[config.mk]
export PLATFORM = sky130hd
export DESIGN_NAME = phy_access_port
export DESIGN_NICKNAME = d
export VERILOG_FILES = /design/src/rtl/phy_acc_pkg.sv /design/src/rtl/acc_ctrl_reg.sv /design/src/rtl/acc_xfer_seq.sv /design/src/rtl/acc_rbyte_cap.sv /design/src/rtl/phy_access_port.sv
export SDC_FILE = /design/constraint.sdc
export NUM_CORES = 1
export LEC_CHECK = 0
export ABC_AREA = 0
export BUFFER_PORTS_ARGS = -buffer_cell sky130_fd_sc_hd__buf_2
export CAP_MARGIN = 20
export CORE_AREA = 2 2 71 73
export CTS_CLUSTER_SIZE = 8
export DETAILED_ROUTE_END_ITERATION = 10
export DIE_AREA = 0 0 73 75
export GPL_ROUTABILITY_DRIVEN = 0
export PLACE_DENSITY = 0.73
export RECOVER_POWER = 25
export SETUP_SLACK_MARGIN = 0.15
export SLEW_MARGIN = 10
export SYNTH_ARGS = -nofsm -noshare
export SYNTH_HDL_FRONTEND = slang
export SYNTH_HIERARCHICAL = 1
export SYNTH_SLANG_ARGS = --single-unit
[constraint.sdc]
create_clock -name clk -period 1.43 [get_ports clk]
set_input_delay 0.0715 -clock clk [delete_from_list [all_inputs] [get_ports clk]]
set_output_delay 0.0715 -clock clk [all_outputs]
set_load 0.03 [all_outputs]
[src/rtl/phy_acc_pkg.sv]
// Shared layout of the 32-bit access word and the transaction state type.
// Assumes a 6-bit PHY address and byte-wide PHY data; other field positions
// are fixed because host software decodes them.
package phy_acc_pkg;
    localparam int PHY_ADDR_W = 6;
    localparam int PHY_DATA_W = 8;
    localparam int WORD_W     = 32;
    localparam int ADDR_LSB   = 0;
    localparam int WBYTE_LSB  = 8;
    localparam int RBYTE_LSB  = 16;
    localparam int WR_BIT     = 24;
    localparam int RD_BIT     = 25;
    localparam int ACK_BIT    = 26;

    typedef enum logic [1:0] {
        XS_IDLE = 2'd0,
        XS_REQ  = 2'd1,
        XS_DONE = 2'd2
    } xfer_state_t;
endpackage

[src/rtl/acc_ctrl_reg.sv]
// Host-writable part of the access word: address, write byte and two strobes.
// Detects 0->1 strobe edges and turns them into launch pulses while the
// sequencer is idle. A write edge, or a write strobe already set, wins over
// a read edge. Assumes the host holds address and byte while a strobe is set.
module acc_ctrl_reg #(
    parameter int ADDR_W = 6,
    parameter int DATA_W = 8,
    parameter int WORD_W = 32
) (
    input  logic              clk,
    input  logic              rst_n,
    input  logic              wr_en,
    input  logic [WORD_W-1:0] wr_word,
    input  logic              seq_idle,
    output logic [ADDR_W-1:0] addr_q,
    output logic [DATA_W-1:0] wbyte_q,
    output logic              wr_stb_q,
    output logic              rd_stb_q,
    output logic              launch_wr,
    output logic              launch_rd
);
    import phy_acc_pkg::*;

    logic wr_prev_q;
    logic rd_prev_q;

    // Capture the host-written fields; all other bits of the word are dropped.
    always_ff @(posedge clk) begin
        if (!rst_n) begin
            addr_q   <= '0;
            wbyte_q  <= '0;
            wr_stb_q <= 1'b0;
            rd_stb_q <= 1'b0;
        end else if (wr_en) begin
            addr_q   <= wr_word[ADDR_LSB +: ADDR_W];
            wbyte_q  <= wr_word[WBYTE_LSB +: DATA_W];
            wr_stb_q <= wr_word[WR_BIT];
            rd_stb_q <= wr_word[RD_BIT];
        end
    end

    // Keep the previous strobe levels so that rising edges can be found.
    always_ff @(posedge clk) begin
        if (!rst_n) begin
            wr_prev_q <= 1'b0;
            rd_prev_q <= 1'b0;
        end else begin
            wr_prev_q <= wr_stb_q;
            rd_prev_q <= rd_stb_q;
        end
    end

    // Form launch pulses; the write side has priority over the read side.
    always_comb begin
        launch_wr = seq_idle && wr_stb_q && !wr_prev_q;
        launch_rd = seq_idle && rd_stb_q && !rd_prev_q && !wr_stb_q;
    end
endmodule

[src/rtl/acc_xfer_seq.sv]
// Transaction sequencer toward the PHY register file. On a launch it latches
// direction, address and write byte, holds the request until the PHY
// acknowledges, then holds the host-visible acknowledge flag until the
// launching strobe is cleared. Assumes phy_ack is a single-cycle pulse.
module acc_xfer_seq #(
    parameter int ADDR_W = 6,
    parameter int DATA_W = 8
) (
    input  logic              clk,
    input  logic              rst_n,
    input  logic              launch_wr,
    input  logic              launch_rd,
    input  logic              wr_stb,
    input  logic              rd_stb,
    input  logic [ADDR_W-1:0] addr_in,
    input  logic [DATA_W-1:0] wbyte_in,
    input  logic              phy_ack,
    output logic              phy_req,
    output logic              phy_we,
    output logic [ADDR_W-1:0] phy_addr,
    output logic [DATA_W-1:0] phy_wdata,
    output logic              done_flag,
    output logic              seq_idle,
    output logic              cap_en
);
    import phy_acc_pkg::*;

    xfer_state_t       state_q;
    logic              we_q;
    logic [ADDR_W-1:0] addr_q;
    logic [DATA_W-1:0] data_q;
    logic              ack_q;
    logic              own_stb;

    // Select the strobe that launched the current transaction.
    always_comb own_stb = we_q ? wr_stb : rd_stb;

    // Step through idle, request and done states.
    always_ff @(posedge clk) begin
        if (!rst_n) begin
            state_q <= XS_IDLE;
            we_q    <= 1'b0;
            addr_q  <= '0;
            data_q  <= '0;
            ack_q   <= 1'b0;
        end else begin
            case (state_q)
                XS_IDLE: begin
                    if (launch_wr || launch_rd) begin
                        state_q <= XS_REQ;
                        we_q    <= launch_wr;
                        addr_q  <= addr_in;
                        data_q  <= wbyte_in;
                    end
                end
                XS_REQ: begin
                    if (phy_ack) begin
                        state_q <= XS_DONE;
                        ack_q   <= 1'b1;
                    end
                end
                XS_DONE: begin
                    if (!own_stb) begin
                        state_q <= XS_IDLE;
                        ack_q   <= 1'b0;
                    end
                end
                default: state_q <= XS_IDLE;
            endcase
        end
    end

    // Drive the PHY request bus and the status outputs.
    always_comb begin
        phy_req   = (state_q == XS_REQ);
        phy_we    = we_q;
        phy_addr  = addr_q;
        phy_wdata = data_q;
        done_flag = ack_q;
        seq_idle  = (state_q == XS_IDLE);
        cap_en    = (state_q == XS_REQ) && phy_ack && !we_q;
    end

    // the request and its payload stay put until acknowledged.
    p_req_hold_r4: assert property (@(posedge clk) disable iff (!rst_n)
        (phy_req && !phy_ack) |=> (phy_req && $stable(phy_addr)
                                   && $stable(phy_we) && $stable(phy_wdata)));

    // the request drops right after the acknowledge.
    p_req_drop_r4: assert property (@(posedge clk) disable iff (!rst_n)
        (phy_req && phy_ack) |=> !phy_req);

    // the flag rises only on a sampled PHY acknowledge.
    p_ack_source_r5: assert property (@(posedge clk) disable iff (!rst_n)
        $rose(done_flag) |-> $past(phy_ack));

    // with no strobe left set, the flag is gone one edge later.
    p_ack_clear_r5: assert property (@(posedge clk) disable iff (!rst_n)
        (done_flag && !wr_stb && !rd_stb) |=> !done_flag);
endmodule

[src/rtl/acc_rbyte_cap.sv]
// Read-byte holding register: loads the PHY return byte on a capture pulse
// and otherwise keeps its value. Assumes the capture pulse only comes with
// an acknowledged read.
module acc_rbyte_cap #(
    parameter int DATA_W = 8
) (
    input  logic              clk,
    input  logic              rst_n,
    input  logic              cap_en,
    input  logic [DATA_W-1:0] phy_rdata,
    output logic [DATA_W-1:0] rbyte_q
);
    // Hold the most recent PHY read byte.
    always_ff @(posedge clk) begin
        if (!rst_n)      rbyte_q <= '0;
        else if (cap_en) rbyte_q <= phy_rdata;
    end
endmodule

[src/rtl/phy_access_port.sv]
// Indirect PHY register access port. Assembles the 32-bit access word from
// the host-written fields, the captured read byte and the acknowledge flag,
// and connects the strobe logic, the transaction sequencer and the read-byte
// register. Assumes a single host writer and one PHY responder.
module phy_access_port #(
    parameter int ADDR_W = phy_acc_pkg::PHY_ADDR_W,
    parameter int DATA_W = phy_acc_pkg::PHY_DATA_W
) (
    input  logic        clk,
    input  logic        rst_n,
    input  logic        host_wr_en,
    input  logic [31:0] host_wr_data,
    output logic [31:0] host_rd_data,
    output logic        phy_req,
    output logic        phy_we,
    output logic [5:0]  phy_addr,
    output logic [7:0]  phy_wdata,
    input  logic        phy_ack,
    input  logic [7:0]  phy_rdata
);
    import phy_acc_pkg::*;

    localparam int LOW_PAD  = WBYTE_LSB - ADDR_W;
    localparam int HIGH_PAD = WORD_W - ACK_BIT - 1;

    logic [ADDR_W-1:0] addr_q;
    logic [DATA_W-1:0] wbyte_q;
    logic [DATA_W-1:0] rbyte_q;
    logic              wr_stb_q;
    logic              rd_stb_q;
    logic              launch_wr;
    logic              launch_rd;
    logic              seq_idle;
    logic              done_flag;
    logic              cap_en;

    acc_ctrl_reg #(.ADDR_W(ADDR_W), .DATA_W(DATA_W), .WORD_W(WORD_W)) u_ctrl (
        .clk      (clk),
        .rst_n    (rst_n),
        .wr_en    (host_wr_en),
        .wr_word  (host_wr_data),
        .seq_idle (seq_idle),
        .addr_q   (addr_q),
        .wbyte_q  (wbyte_q),
        .wr_stb_q (wr_stb_q),
        .rd_stb_q (rd_stb_q),
        .launch_wr(launch_wr),
        .launch_rd(launch_rd)
    );

    acc_xfer_seq #(.ADDR_W(ADDR_W), .DATA_W(DATA_W)) u_seq (
        .clk      (clk),
        .rst_n    (rst_n),
        .launch_wr(launch_wr),
        .launch_rd(launch_rd),
        .wr_stb   (wr_stb_q),
        .rd_stb   (rd_stb_q),
        .addr_in  (addr_q),
        .wbyte_in (wbyte_q),
        .phy_ack  (phy_ack),
        .phy_req  (phy_req),
        .phy_we   (phy_we),
        .phy_addr (phy_addr),
        .phy_wdata(phy_wdata),
        .done_flag(done_flag),
        .seq_idle (seq_idle),
        .cap_en   (cap_en)
    );

    acc_rbyte_cap #(.DATA_W(DATA_W)) u_cap (
        .clk      (clk),
        .rst_n    (rst_n),
        .cap_en   (cap_en),
        .phy_rdata(phy_rdata),
        .rbyte_q  (rbyte_q)
    );

    // Pack the host-visible access word; reserved bits are tied to zero.
    always_comb begin
        host_rd_data = {{HIGH_PAD{1'b0}}, done_flag, rd_stb_q, wr_stb_q,
                        rbyte_q, wbyte_q, {LOW_PAD{1'b0}}, addr_q};
    end

    // the read byte changes only when a PHY read is acknowledged.
    p_rbyte_hold_r6: assert property (@(posedge clk) disable iff (!rst_n)
        !(phy_ack && phy_req && !phy_we) |=> $stable(host_rd_data[RBYTE_LSB +: DATA_W]));

    // a request raised while the write strobe was set is a write.
    p_write_wins_r7: assert property (@(posedge clk) disable iff (!rst_n)
        ($rose(phy_req) && $past(wr_stb_q)) |-> phy_we);

    // a write request only follows a set write strobe.
    p_wr_needs_stb_r2: assert property (@(posedge clk) disable iff (!rst_n)
        ($rose(phy_req) && phy_we) |-> $past(wr_stb_q));
endmodule

==> flow_summary.toml <==
[yosys]
synthesis.area_um2 = 1830
yosysMostFrequentCell = "dfxtp_1"
synthMuxAreaShare = 0.214
synth_top_family_by_area = "multiplexers"
synth_adder_area_share = 0
ys_warn_count = 6
synth_edf_count = 0
synth_cell_types = 24
synthTopCellsByCount = "dfxtp_1, mux2i_1, nand2_1, nor2b_1, buf_4"
synth_top_area_frac = 0.482
synthFlopType = "dfxtp_1"
synth_top_area_cell = "dfxtp_1"
syn_inst = 178
synthXorXnorAreaFrac = 0
synthTopCellsByArea = "dfxtp_1, mux2i_1, nor2b_1, nand2_1, buf_4"
synthSimpleGateAreaFrac = 0.177
ys_seq_elements = 44
yosysSeqAreaShare = 0.482
synth_compound_area_frac = 0.0288
avgSynthCellArea_um2 = 10.3
synthArstFlopShare = 0

[cts]
cts_buffer_depth = 2
htree_levels = 2
cts_tree = "done"
path_clk_slew_ns = 0.08
numCtsBuffers = 5
root_buffer = "clkbuf_8"
cts.sinks = 44
clkLatencyLatePin_ns = 0.29

[global_route]
grt_util_all_layers = 0.125
first_global_vias = 1141
grt_max_degree = 38
grt_pass1_wl_mm = 5.23
gr-total-overflow = 0
antenna_found_initial = 1

[setup_path]
slowest_stage = "dfxtp_4"
cp_num_buf_inv = 1
cp_max_fo = 7
worst-path-stages = 5
endpoint_kind = "register"
crit_required_ns = 1.65
worstSetupStartpointType = "register"
path_cells = "nor2_4 > nor4bb_4 > o21a_1 > buf_6 > mux2i_1"
max_stage_delay_ns = 0.36
cp.arrival_ns = 1.55
worstRegToRegCells = 5
crit_family = "flip-flops"
worst-setup-path-type = "reg2reg"

[routing]
ant_nets = 0
firstDrtPassIters = 4
totalWireLength_mm = 3.49
via_per_inst = 4.53
drc = 0
wire_per_inst_um = 11.5
routed-via-count = 1367
drt_iter0_markers = 38

[sta]
relSlewSlack = 0.169
skew_ns = 0.00633
clock.fmax_mhz = 752
tightest_slew_ns = 1.25
fin_tns_setup_ns = 0
hold_viol = 0
maxSlewViolCount = 0
setup_viol = 0
fin_crit_ns = 1.33
fin_crit_sh = 0.930
rsz0062_at_grt = "true"

[power]
power_per_cell_area_nw_per_um2 = 1120
ir_worst_vdd_mv = 0.586
p_total_mw = 2.58
leakagePower_nw = 1.06

[run]
cap_violations = 0

[layout]
drive_gt1_frac = 0.355
fin_nets = 291
diodes = 0
areaGrowthSynthToFinish_pct = 26.2

[floorplanning]
dieArea_um2 = 5480
start_util = 0.392
rows = 25
chipWidth_um = 73
ioPinCount = 92
die_h_um = 75
core-area_um2 = 4660

[min_path]
hold_class = "in2reg"
worstHoldPathCells = 3

[placed_design]
io_buffers = 68
dp_hpwl_mm = 2.48

[outcome]
status = "finished clean"
routing by layer:
metal / part of all wire / vias up / track usage / wire length [um]
li1: - / 705 / - / -
met1: 0.43 / 616 / 0.152 / 1520
met2: 0.49 / 36 / 0.198 / 1710
met3: 0.054 / 8 / 0.0482 / 190
met4: 0.017 / 2 / 0.0556 / 61
met5: 0.0032 / - / 0 / 11
area by class of cell:
cell class / instances / area [um2]
flip-flops and latches: 44 / 886
well taps: 54 / 67.6
inverters: 2 / 7.51
repair buffers: 76 / 419
clock buffers: 7 / 86.3
fillers: 436 / 2350
multi-input cells: 118 / 833
clock inverters: 1 / 6.26
cells by family after synthesis:
group,Yosys count
AND/OR/NAND/NOR,64
other,1
buffers and inverters,22
AO/OA/AOI/OAI,8
flip-flops,44
multiplexers,39
placed cells by master, fill, tap and decap left out, types with 2 or more instances in the layout:
cell type and n:
mux2i_1 39, clkbuf_1 5, conb_1 7, buf_2 64, clkbuf_8 6, o21ai_1 2
buf_6 3, dfxtp_1 42, nor2b_1 24, nor2_2 2, and2_1 2, buf_4 4
nand2_1 30, o21a_1 2, a21oi_1 2
registers in the layout, indices dropped and copies added, names as in the netlist:
name	flops
u_cap/rbyte_q	8
u_ctrl/wbyte_q	8
u_seq/phy_wdata	8
u_ctrl/addr_q	6
u_seq/phy_addr	6
u_seq/state_q	2
u_ctrl/rd_prev_q	1
u_ctrl/rd_stb_q	1
u_ctrl/wr_prev_q	1
u_ctrl/wr_stb_q	1
u_seq/done_flag	1
u_seq/phy_we	1
what timing repair did:
action	4_1_cts	5_1_grt
setup endpoints to repair	15	24
setup buffers	3	0
hold buffers	0	0
pin swaps	2	1
gates resized for setup	2	6
hold endpoints to repair	0	0
worst paths after layout:
kind                                            to          startpoint  slack [ns]
worst max-delay path            u_seq/phy_wdata[7]    u_seq/state_q[1]        0.10
worst min-delay path             u_ctrl/wbyte_q[3]    host_wr_data[11]        0.03
worst max register to register  u_seq/phy_wdata[7]    u_seq/state_q[1]        0.10
worst min register to register  u_seq/phy_wdata[0]  u_seq/phy_wdata[0]        0.46
power breakdown:
| part | switching [mW] | total (mW) | internal (mW) |
|---|---|---|---|
| sequential | 0.0411 | 1.32 | 1.28 |
| combinational | 0.280 | 0.466 | 0.186 |
| clock | 0.398 | 0.791 | 0.394 |
worst min-delay path, stage by stage:
cell	delay [ns]
buf_2	0.07
mux2i_1	0.05
nor2b_1	0.09
stage by stage:
| step | std cells | hold slack [ns] | utilization | area, um2 | setup WS [ns] |
|---|---|---|---|---|---|
| 4_1_cts | 302 | 0.0275 | 0.492 | 2290 | 0.0805 |
| 6_report | 302 | 0.0336 | 0.495 | 2310 | 0.101 |
| 3_3_place_gp | 291 | 0.325 | 0.466 | 2170 | 0.0907 |
| 2_1_floorplan | 184 | 0.200 | - | 1880 | 0.109 |
| 5_1_grt | 302 | 0.0346 | 0.495 | 2310 | -0.0104 |
| 3_5_place_dp | 291 | 0.335 | 0.466 | 2170 | 0.0771 |
(Power assumes the default switching activity.)
